[src/rtl/agc_pkg.sv]
package agc_pkg;
  localparam int SAMPLE_W = 14;
  localparam int GAIN_W   = 4;
  localparam int SHIFT_W  = 4;
  localparam int FRAC_W   = 3;
  localparam int SQ_W     = 2 * SAMPLE_W;
  localparam int IDX_W    = $clog2(SQ_W);
  localparam int LOG_W    = IDX_W + FRAC_W;
  localparam int CFG_W    = LOG_W;
  localparam int ERR_W    = LOG_W + 3;

  typedef logic [SQ_W-1:0]          pwr_t;
  typedef logic [LOG_W-1:0]         lvl_t;
  typedef logic signed [ERR_W-1:0]  err_t;
  typedef logic [GAIN_W-1:0]        gain_t;
endpackage

[src/rtl/agc_power_det.sv]
module agc_power_det
  import agc_pkg::*;
(
  input  logic                clk_i,
  input  logic                rst_ni,
  input  logic                clear_i,
  input  logic                valid_i,
  input  logic [SAMPLE_W-1:0] sample_i,
  input  logic [SHIFT_W-1:0]  shift_i,
  output pwr_t                acc_o,
  output logic                valid_o
);
  logic [SAMPLE_W-1:0]     mag;
  pwr_t                    sq;
  logic signed [SQ_W:0]    diff;
  logic signed [SQ_W:0]    step;
  pwr_t                    acc_q;

  // magnitude of most negative sample still fits unsigned
  assign mag  = sample_i[SAMPLE_W-1] ? SAMPLE_W'(-sample_i) : sample_i;
  assign sq   = SQ_W'(mag) * SQ_W'(mag);
  assign diff = $signed({1'b0, sq}) - $signed({1'b0, acc_q});
  assign step = diff >>> shift_i;

  always_ff @(posedge clk_i or negedge rst_ni) begin
    if (!rst_ni) begin
      acc_q   <= '0;
      valid_o <= 1'b0;
    end else if (clear_i) begin
      acc_q   <= '0;
      valid_o <= 1'b0;
    end else begin
      valid_o <= valid_i;
      if (valid_i) acc_q <= SQ_W'($signed({1'b0, acc_q}) + step);
    end
  end

  assign acc_o = acc_q;
endmodule

[src/rtl/agc_log2.sv]
module agc_log2
  import agc_pkg::*;
(
  input  pwr_t acc_i,
  output lvl_t lvl_o
);
  logic [IDX_W-1:0]  idx;
  logic [FRAC_W-1:0] frac;

  always_comb begin
    idx = '0;
    for (int i = 0; i < SQ_W; i++)
      if (acc_i[i]) idx = IDX_W'(i);
    frac = '0;
    for (int j = 0; j < FRAC_W; j++)
      frac[FRAC_W-1-j] = (int'(idx) > j) ? acc_i[int'(idx)-1-j] : 1'b0;
  end

  assign lvl_o = (acc_i == '0) ? '0 : {idx, frac};
endmodule

[src/rtl/agc_decide.sv]
module agc_decide
  import agc_pkg::*;
#(
  parameter int INIT_GAIN = 8
) (
  input  logic             clk_i,
  input  logic             rst_ni,
  input  logic             clear_i,
  input  logic             en_i,
  input  err_t             err_i,
  input  logic [CFG_W-1:0] db_i,
  input  logic [CFG_W-1:0] hyst_i,
  input  gain_t            init_i,
  output gain_t            gain_o,
  output logic             upd_o
);
  localparam gain_t GAIN_TOP = '1;

  err_t  db_s, hy_s;
  logic  over, under, dn_rearm, up_rearm;
  logic  dn_armed, up_armed;
  gain_t gain_q;

  assign db_s     = $signed({{(ERR_W-CFG_W){1'b0}}, db_i});
  assign hy_s     = $signed({{(ERR_W-CFG_W){1'b0}}, hyst_i});
  assign over     = err_i > db_s;
  assign under    = err_i < -db_s;
  assign dn_rearm = err_i <= (db_s - hy_s);
  assign up_rearm = err_i >= (hy_s - db_s);

  always_ff @(posedge clk_i or negedge rst_ni) begin
    if (!rst_ni) begin
      gain_q   <= GAIN_W'(INIT_GAIN);
      dn_armed <= 1'b1;
      up_armed <= 1'b1;
      upd_o    <= 1'b0;
    end else if (clear_i) begin
      gain_q   <= init_i;
      dn_armed <= 1'b1;
      up_armed <= 1'b1;
      upd_o    <= 1'b0;
    end else begin
      upd_o <= 1'b0;
      if (en_i) begin
        if (over) begin
          if (dn_armed) begin
            dn_armed <= 1'b0;
            if (gain_q != '0) begin
              gain_q <= gain_q - 1'b1;
              upd_o  <= 1'b1;
            end
          end
        end else if (dn_rearm) begin
          dn_armed <= 1'b1;
        end
        if (under) begin
          if (up_armed) begin
            up_armed <= 1'b0;
            if (gain_q != GAIN_TOP) begin
              gain_q <= gain_q + 1'b1;
              upd_o  <= 1'b1;
            end
          end
        end else if (up_rearm) begin
          up_armed <= 1'b1;
        end
      end
    end
  end

  assign gain_o = gain_q;
endmodule

[src/rtl/agc_loop.sv]
module agc_loop
  import agc_pkg::*;
#(
  parameter int INIT_GAIN = 8
) (
  input  logic                clk_i,
  input  logic                rst_ni,
  input  logic                clear_i,
  input  logic [SAMPLE_W-1:0] sample_i,
  input  logic                sample_valid_i,
  input  logic [SHIFT_W-1:0]  cfg_shift_i,
  input  logic [CFG_W-1:0]    cfg_thresh_i,
  input  logic [CFG_W-1:0]    cfg_deadband_i,
  input  logic [CFG_W-1:0]    cfg_hyst_i,
  input  logic [GAIN_W-1:0]   cfg_init_gain_i,
  output logic [GAIN_W-1:0]   gain_o,
  output logic                gain_upd_o
);
  pwr_t pwr_acc;
  logic det_valid;
  lvl_t pwr_lvl;
  err_t pwr_err;

  agc_power_det u_det (
    .clk_i    (clk_i),
    .rst_ni   (rst_ni),
    .clear_i  (clear_i),
    .valid_i  (sample_valid_i),
    .sample_i (sample_i),
    .shift_i  (cfg_shift_i),
    .acc_o    (pwr_acc),
    .valid_o  (det_valid)
  );

  agc_log2 u_log (
    .acc_i (pwr_acc),
    .lvl_o (pwr_lvl)
  );

  assign pwr_err = $signed({{(ERR_W-LOG_W){1'b0}}, pwr_lvl})
                 - $signed({{(ERR_W-CFG_W){1'b0}}, cfg_thresh_i});

  agc_decide #(.INIT_GAIN(INIT_GAIN)) u_dec (
    .clk_i   (clk_i),
    .rst_ni  (rst_ni),
    .clear_i (clear_i),
    .en_i    (det_valid),
    .err_i   (pwr_err),
    .db_i    (cfg_deadband_i),
    .hyst_i  (cfg_hyst_i),
    .init_i  (cfg_init_gain_i),
    .gain_o  (gain_o),
    .upd_o   (gain_upd_o)
  );
endmodule

[config.mk]
export PLATFORM = sky130hd
export DESIGN_NAME = agc_loop
export DESIGN_NICKNAME = d
export VERILOG_FILES = /design/src/rtl/agc_pkg.sv /design/src/rtl/agc_power_det.sv /design/src/rtl/agc_log2.sv /design/src/rtl/agc_decide.sv /design/src/rtl/agc_loop.sv
export SDC_FILE = /design/constraint.sdc
export NUM_CORES = 1
export LEC_CHECK = 0
export ABC_CLOCK_PERIOD_IN_PS = 10100
export BUFFER_PORTS_ARGS = -buffer_cell sky130_fd_sc_hd__buf_2
export CAP_MARGIN = 10
export CORE_ASPECT_RATIO = 2
export CORE_UTILIZATION = 35
export CTS_CLUSTER_DIAMETER = 40
export DETAILED_ROUTE_END_ITERATION = 6
export GPL_TIMING_DRIVEN = 0
export RECOVER_POWER = 25
export SYNTH_ARGS = -nofsm -noshare
export SYNTH_HDL_FRONTEND = slang
export SYNTH_HIERARCHICAL = 1
export SYNTH_SLANG_ARGS = --single-unit
[constraint.sdc]
create_clock -name clk_i -period 10.1 [get_ports clk_i]
set_input_delay 2.02 -clock clk_i [delete_from_list [all_inputs] [get_ports clk_i]]
set_output_delay 2.02 -clock clk_i [all_outputs]
set_load 0.01 [all_outputs]
## Yosys cells after proc, flatten, opt, wreduce, memory -nomap -nowiden

Cells that the tools add are included.

| storage, ports and cells | value |
|---|---|
| flip-flop bits (word level) | 36 |
| latch bits | 0 |
| RAM bits | 0 |
| memory bits (read-only) | 0 |
| input bits | 50 |
| output and inout port bits | 5 |
| logic and storage cells | 107 |
| memories | 0 |

| operators by class | value |
|---|---|
| $add $sub $neg | 12 |
| multipliers | 1 |
| div/mod/pow operators | 0 |
| magnitude comparators | 10 |
| eq/ne operators | 1 |
| shift-type cells | 1 |
| multiplexer cells | 68 |
| bitwise logic cells | 0 |
| reduce and logical (&&, ||, !) cells | 8 |

Operators by type and width:

| operator | count |
|---|---|
| 32-bit by 7-bit < comparator with 1-bit output (second input constant) | 3 |
| 4-bit two-way mux | 16 |
| 5-bit two-way mux | 12 |
| 28-bit two-way mux | 2 |
| 32-bit by 2-bit subtractor with 32-bit output (second input constant) | 1 |
| 32-bit by 3-bit subtractor with 32-bit output (second input constant) | 1 |
| 29-bit by 4-bit >>> shifter with 28-bit output | 1 |
| 28-bit by 28-bit subtractor with 29-bit output | 1 |
| 28-bit adder | 1 |
| 28-bit logical NOT | 1 |
| 14-bit by 14-bit multiplier with 28-bit output | 1 |
| 1-bit two-way mux | 27 |
| 8-bit by 8-bit subtractor with 9-bit output | 3 |
| 1-bit binary-select mux with 5-bit select | 3 |
| 14-bit two-way mux | 1 |
| 14-bit negator | 1 |
| 3-bit two-way mux | 4 |
| 9-bit by 11-bit < comparator with 1-bit output | 1 |
| 8-bit negator with 11-bit output | 1 |
| 5-bit by 1-bit > comparator with 1-bit output (second input constant) | 2 |
| 9-bit >= comparator | 1 |
| 9-bit > comparator | 1 |
| 9-bit less-or-equal comparator | 1 |
| 8-bit two-way mux | 1 |
| other kinds (10) | 14 |

## Logic depth before layout (Yosys ltp)

Gate-level depths: netlist of run 1.

| depth | value |
|---|---|
| depth in word-level cells | 42 |
| gate-level depth with buffers | 43 |
| gate-level depth less buffers | 42 |

## Modules after synthesis

Netlist of run 1, hierarchy kept.

Modules (own cells, without submodules):

| module | instances | cells an instance | area an instance (um2) | sequential area each (um2) |
|---|---|---|---|---|
| agc_power_det | 1 | 1,322 | 10,989.3 | 725.7 |
| agc_decide | 1 | 282 | 2,194.6 | 178.9 |
| agc_log2 | 1 | 215 | 1,536.5 | 0.0 |
| agc_loop | 1 | 48 | 354.1 | 0.0 |

## Worst setup path before layout of run 1

OpenSTA, ideal clock, no wires.

| timing path | value |
|---|---|
| path type | input -> register |
| from | in sample_i[0] |
| to | reg u_det.acc_q[27] (netlist: u_det/acc_o[27]) |
| library setup time | 73 ps |
| arrival | 11,175 ps |
| required time | 10,027 ps |
| slack | -1,148 ps |
| stages | 41 |
| buffers on the path | 1 |
| path through | inv_2 -> nand2_1 -> or4_1 -> or2_2 -> o21ai_1 -> nand2_1 -> xnor2_1 -> inv_2 -> nand2_1 -> inv_1 -> fa_1 -> inv_1 -> fa_1 -> inv_1 -> fa_1 -> fa_1 -> fa_1 -> inv_1 -> (+5 left out) -> o21ai_0 -> nand3_1 -> o21ai_0 -> or4_1 -> a31oi_1 -> a211oi_1 -> o21ai_0 -> o211ai_1 -> ha_1 -> and4_1 -> a31o_2 -> a21oi_1 -> nand2_1 -> a21oi_1 -> o31ai_1 -> a2111o_1 -> a21o_1 -> a21oi_2 |

| between the ends | value |
|---|---|
| longest elaborated chain between the ends | 8 |

RTL lines:

| element | RTL line | RTL |
|---|---|---|
| start: declaration | agc_loop.sv:9 | `input logic [SAMPLE_W-1:0] sample_i,` |
| 14-bit negator | agc_power_det.sv:20 | `assign mag = sample_i[SAMPLE_W-1] ? SAMPLE_W'(-sample_i) : sample_i;` |
| 14-bit two-way mux * | agc_power_det.sv:20 |  |
| 14-bit by 14-bit multiplier with 28-bit output * | agc_power_det.sv:21 | `assign sq = SQ_W'(mag) * SQ_W'(mag);` |
| 28-bit by 28-bit subtractor with 29-bit output * | agc_power_det.sv:22 | `assign diff = $signed({1'b0, sq}) - $signed({1'b0, acc_q});` |
| 29-bit by 4-bit >>> shifter with 28-bit output * | agc_power_det.sv:23 | `assign step = diff >>> shift_i;` |
| 28-bit adder * | agc_power_det.sv:34 | `if (valid_i) acc_q <= SQ_W'($signed({1'b0, acc_q}) + step);` |
| 28-bit two-way mux * | agc_power_det.sv:34 |  |
| 28-bit two-way mux * | agc_power_det.sv:29 | `end else if (clear_i) begin` |
| end signal: assignment | agc_power_det.sv:34 |  |
| end: declaration | agc_power_det.sv:17 | `pwr_t acc_q;` |

Every way passes the cells marked *; elsewhere a longest branch is shown, timed or not. The select of a mux whose other input is x is not followed.
A chain may end at the register's enable or synchronous reset.

## Final worst setup path of run 1

Same ends and word-level chain as after synthesis.

==> results of run 1 <==
[how the worst max path moves through the flow]
stage                start              end  cells past startpoint
2_1_floorplan  sample_i[0]  u_det/acc_o[27]                     41
3_3_place_gp   sample_i[0]  u_det/acc_o[26]                     36
3_5_place_dp   sample_i[0]  u_det/acc_o[26]                     36
4_1_cts        sample_i[0]  u_det/acc_o[27]                     44
5_1_grt        sample_i[0]  u_det/acc_o[27]                     44
6_report       sample_i[0]  u_det/acc_o[27]                     43
[state kept, by name, summed over array words and instances, names as in the netlist]
name            cells
u_det/acc_o        28
u_det/valid_o       1
u_dec/up_armed      1
u_dec/upd_o         1
u_dec/dn_armed      1
u_dec/gain_o        4
[metrics by stage]
stage          setup slack, ns  hold WS, ns  cells
3_5_place_dp             -2.24        0.592   2474
2_1_floorplan           -0.392        0.532   1877
3_3_place_gp             -2.23        0.589   2474
5_1_grt                  -1.24        0.647   2590
6_report                -0.952        0.610   2590
4_1_cts                 -0.810        0.610   2567
[worst min-delay path: cells and delay by family, from the launching register on]
family             cells  cell delay (ns)
DFF                    1             0.38
AOI/OAI and AO/OA      2             0.23
[area by class of cell]
type	count	area [µm²]	area share, %
repair buffers	160	1200	6.39
multi-input cells	1473	14300	76.2
flip-flops and latches	36	905	4.82
inverters	311	1220	6.51
well taps	545	682	3.63
clock buffers	6	139	0.739
clock inverters	2	13.8	0.0733
plain buffers	57	305	1.63
[placed cells by master (no fill, tap or decap), drive strengths merged, types with 10 or more instances in the layout]
cell type and n:
mux2i 60, clkbuf 40, a31oi 18, nor3 29
a21oi 114, xnor2 65, conb 12, fa 150
inv 306, o21ai 75, o21a 18, nand2b 21
a21o 30, o22ai 10, nor2 156, or3 11
and3 11, nor2b 19, o211ai 21, a211oi 39
dfrtp 33, and2 11, buf 183, nor4 20
mux4 12, nand2 161, mux2 17, nand4 17
xor2 21, ha 203, nand3 42
[kinds of logic after synthesis]
family,after synthesis
fa+ha+maj,353
buf+inv,368
simple gates,529
flops,36
other cells,2
xor+xnor,86
compound gates,404
mux,89
[what timing repair did]
item                       4_1_cts  5_1_grt
hold buffers                     0        0
resized for setup              193       68
setup buffers                   85       22
pin swaps                       93       37
setup endpoints to repair       27       26
[synthesized netlist by cell type (all sizes together), types with 19 or more instances]
master	number	area, µm²
a211oi	39	313
o21ai	75	398
inv	306	1150
ha	203	2540
nor2	156	586
nand2b	21	131
mux2i	60	601
nor3	29	150
clkbuf	31	136
dfrtp	33	826
a21o	30	225
xnor2	65	577
a21oi	114	593
buf	26	140
xor2	21	191
nand2	161	604
o211ai	21	163
nor2b	19	126
fa	150	3000
nand3	42	215
nor4	20	153
[layer usage]
metal	vias to the layer above	track usage [%]	routed length [µm]
met1	7071	19.2	15700
met5	-	0	14
met4	2	22.6	5130
met3	247	2.50	1420
li1	6743	-	-
met2	454	49.1	29500
==> impl_metrics.csv, run 1 <==
group,metric,value,unit
clocking,clkLatencyLatePin,0.30,ns
timing,grt_setup_unrepaired,"true",
yosys,yosys_most_used_dff,"dfrtp_1",
critical_path,worst-path-buf-inv,12,
yosys,synth_compound_area_share,18.5,%
critical_path,arrival,11.28,ns
critical_path,worstPathRequired,10.32,ns
finish,post-route-util,44.1,%
floorplanning,num_rows,107,
detailed_routing,drtAntennaViolNets,0,
yosys,synth_warnings,6,
clocking,cts_tree,"yes",
yosys,ys_seq_elements,36,
timing,tightest_slew,1.97,ns
timing,fin_crit,11.05,ns
yosys,ys_seq_area_share,6.00,%
critical_path,reg2reg_slack,1.08,ns
critical_path,crit_type,"input pin to flip-flop",
min_path,hold_class,"flip-flop to flip-flop",
finish,nets,2447,
yosys,synthMuxAreaShare,7.10,%
critical_path,critical_path.most_common_cell,"fa_1",
detailed_routing,totalWireLength,51800,µm
critical_path,crit_slowest_cell,"mux4_2",
clocking,cts.clk_slew.worst_paths,0.06,ns
run,drv_cap,1,
finish,final_cell_area,18800,µm²
yosys,synthCells,1867,
global_route,antenna_found_initial,1,
timing,slew_headroom,-31.5,%
place,dp_hpwl,42900,µm
place,port_buffers,52,
critical_path,r2r-start,"u_det/acc_o[19]",
global_route,overflow,0,
finish,area_growth,24.6,%
floorplanning,design.core.area,42600,µm²
yosys,synthAdderAreaFrac,36.8,%
detailed_routing,avgViaCountPerCell,5.61,
yosys,synth_top_family_by_area,"adder cells",
finish,diodes,0,
run_status,status,"complete, but fails checks",
floorplanning,dieArea,44000,µm²
yosys,synth_edf_count,0,
floorplanning,floorplan.initialDensity,35.4,%
yosys,synth.distinct_cells,109,
place,place.gp.congestion,0.978,
timing,hold_viol_final,0,
timing,setup_viol,23,
run_status,violations,"capacitance limit, slew limit, setup timing",
timing,skew,0.00623,ns
floorplanning,die_w,149,µm
detailed_routing,vias,14517,
timing,final_max_slew_viol_count,37,
critical_path,crit_path_max_incr_delay,0.55,ns
detailed_routing,avgRoutedWirePerCell,20.0,µm
critical_path,crit_path_end_kind,"flip-flop",
critical_path,reg2regPathDepth,35,
detailed_routing,drtIter0Drc,521,
global_route,grt_pass1_vias,15961,
min_path,hp-start,"u_dec/up_armed",
global_route,grt_start_max_net_pins,37,
floorplanning,die-height,295,µm
yosys,synth_area,15100,µm²
critical_path,worstSetupStartpointType,"input pin",
floorplanning,io_pins,55,
critical_path,crit_family,"adder cells",
min_path,min_to,"u_dec/up_armed",
yosys,synth_area_per_cell,8.07,µm²
clocking,clock_sinks,36,
clocking,cts_made_buffers,5,
timing,max_freq,90.5,MHz
clocking,clk_path_buf_depth,2,
timing,setup_ws,-0.952,ns
global_route,grt_use_total,24.1,%
finish,layout-drive-gt1-share,24.2,%
critical_path,worstReg2RegEnd,"u_dec/gain_o[3]",
timing,setup_tns,-13.42,ns
global_route,grt_first_pass_wirelength,81000,µm
clocking,htreeDepth,2,
place,dpl_cell_area,16500,µm²
detailed_routing,drtPass1Iterations,5,
critical_path,crit_fanout,7,
min_path,whs_path_depth,2,
yosys,synth-async-reset-ratio,100,%
yosys,synth-simple-area-share,16.9,%
detailed_routing,drc,0,
finish,nFillCells,4238,
clocking,clock_tree.root_cell,"clkbuf_16",
yosys,synthXorXnorAreaFrac,5.10,%
timing,post-route-period-util,109,%
Power of run 1 is left out: the tool's default activity adds up to more than one toggle a clock period on the data nets, which glitch-free logic cannot reach.
==> run 2, diff against run 1 <==
--- a/config.mk
+++ b/config.mk
@@ -13,6 +13,8 @@
 export CTS_CLUSTER_DIAMETER = 40
 export DETAILED_ROUTE_END_ITERATION = 6
 export GPL_TIMING_DRIVEN = 0
+export HOLD_SLACK_MARGIN = 0.06
+export PLACE_DENSITY = 0.54
 export RECOVER_POWER = 25
 export SYNTH_ARGS = -nofsm -noshare
 export SYNTH_HDL_FRONTEND = slang
==> run 2 against run 1 <==
The run still ends with capacitance limit, slew limit, setup timing left. Global-route usage barely moved. Count of clock-buffer cells in the layout fell by 1. Critical endpoint unchanged. Utilization fell by 0.11 points. Sequential share of layout area barely moved. Highest routed layer unchanged. Clock skew rose by 0.0040 ns. Critical path type unchanged.
==> impl_metrics.csv, run 2 (synthesized netlist as in run 1, its figures left out) <==
group,metric,value,unit
timing,hold-worst-slack,0.610,ns
floorplanning,die_w,149,µm
run,drv_cap,1,
timing,grt_setup_unrepaired,"true",
clocking,htreeDepth,2,
detailed_routing,vias,14237,
critical_path,crit_fanout,7,
global_route,grt_busiest_layer,"met2",
timing,slew_headroom,-34.9,%
finish,nFillCells,4277,
finish,stdcell_count,2578,
floorplanning,die-height,295,µm
detailed_routing,totalWireLength,52200,µm
clocking,cts_made_buffers,5,
finish,nets,2434,
clocking,clock_tree.root_cell,"clkbuf_16",
run_status,status,"complete, but fails checks",
timing,tightest_slew,2.02,ns
detailed_routing,drtPass1Iterations,6,
detailed_routing,drc,0,
critical_path,critical_path.most_common_cell,"fa_1",
place,port_buffers,52,
global_route,grt_pass1_vias,15187,
timing,max_freq,90.5,MHz
global_route,grt_start_max_net_pins,37,
timing,setup_viol,22,
critical_path,crit_path_max_incr_delay,0.56,ns
finish,post-route-util,44.0,%
min_path,hold_class,"flip-flop to flip-flop",
critical_path,arrival,11.28,ns
finish,multi_input_area,14300,µm²
global_route,antenna_found_initial,1,
clocking,ctsHoldBuffers,0,
finish,final_cell_mix,"inv_1 (287), ha_1 (180), fa_1 (143), nor2_1 (138), nand2_1 (137)",
clocking,cts.clk_slew.worst_paths,0.06,ns
clocking,cts_tree,"yes",
critical_path,crit_slowest_cell,"fa_1",
floorplanning,dieArea,44000,µm²
clocking,clk_path_buf_depth,2,
place,dp_cells,2474,
timing,post-route-period-util,109,%
finish,largest_register_ffs,28,
finish,regArea,905,µm²
critical_path,worstPathRequired,10.33,ns
critical_path,crit_path_end_kind,"flip-flop",
detailed_routing,avgRoutedWirePerCell,20.2,µm
global_route,grt_use_total,24.2,%
floorplanning,num_rows,107,
timing,setup_tns,-13.84,ns
critical_path,crit_type,"input pin to flip-flop",
global_route,overflow,0,
timing,skew,0.0102,ns
finish,mostFrequentLayoutCell,"inv_1",
critical_path,worstSetupStartpointType,"input pin",
timing,fin_crit,11.05,ns
clocking,clock_sinks,36,
global_route,met3_usage,1.64,%
run_status,violations,"capacitance limit, slew limit, setup timing",
timing,final_max_slew_viol_count,37,
detailed_routing,drtAntennaViolNets,0,
detailed_routing,drtIter0Drc,542,
place,dp_hpwl,43900,µm
floorplanning,floorplan.initialDensity,35.4,%
global_route,gr-usage-met1,19.6,%
floorplanning,io_pins,55,
clocking,clkLatencyLatePin,0.30,ns
finish,area_growth,24.3,%
place,place.gp.congestion,0.965,
timing,hold_viol_final,0,
global_route,use_met2,50.5,%
floorplanning,design.core.area,42600,µm²
global_route,grt_first_pass_wirelength,80300,µm
detailed_routing,avgViaCountPerCell,5.52,
finish,layout-drive-gt1-share,24.1,%
timing,setup_ws,-0.954,ns
[run 2: changes by cell type in the layout (fill, tap and decap cells not counted), moves of 2 or more]
cell	delta
a211oi_1	-3
a211oi_2	+2
a21oi_2	-2
buf_4	-10
buf_6	-2
clkbuf_8	-2
inv_6	-2
nand2_1	-3
nand2_2	+3
o21ai_4	-2
[run 2: repair_timing]
item                                    CTS  global route
buffers inserted                         67            28
endpoints found under the setup margin   27            26
pin swaps                                86            60
gates resized for setup                 155           122
[run 2: cell type report]
type / count / share of cell area (%)
Timing Repair Buffer: 147 / 5.86
Clock inverter: 3 / 0.227
Multi-Input combinational cell: 1473 / 76.6
Sequential cell: 36 / 4.83
Antenna cell: 1 / 0.0134
Clock buffer: 5 / 0.668
Inverter: 311 / 6.55
Buffer: 57 / 1.64
Tap cell: 545 / 3.64
[run 2: final timing paths]
check                           startpoint               to  slack (ns)  cells past startpoint
setup / recovery               sample_i[0]  u_det/acc_o[27]       -0.95                     42
hold / removal              u_dec/up_armed   u_dec/up_armed        0.61                      2
setup reg to reg           u_det/acc_o[16]  u_dec/gain_o[3]        1.25                     32
hold reg to reg             u_dec/up_armed   u_dec/up_armed        0.61                      2
max in group asynchronous           rst_ni  u_det/acc_o[23]        6.62                      1
min in group asynchronous           rst_ni   u_det/acc_o[4]        2.29                      1
[run 2: per-stage QoR]
step	cell area, µm²	worst slack (ns)
final	18700	-0.954
after global routing	18700	-1.23
after CTS	18000	-0.843
after detailed placement	16500	-2.20
after global placement	16500	-2.13
after floorplan	15600	-0.392
[run 2: worst max-delay path: cells and delay by family]
family	cells	cell delay (ns)
fa+ha+maj	8	3.57
mux	1	0.31
simple gates	9	1.58
buf+inv	10	0.87
compound gates	12	2.52
xor+xnor	2	0.37
[run 2: metal layers]
layer / wire [µm] / share of wire (%) / up-vias
li1: - / - / 6715
met1: 15600 / 30 / 6862
met2: 30100 / 58 / 426
met3: 1270 / 2.4 / 232
met4: 5090 / 9.8 / 2
met5: 12 / 0.023 / -
Power of run 2 is left out for the same reason.
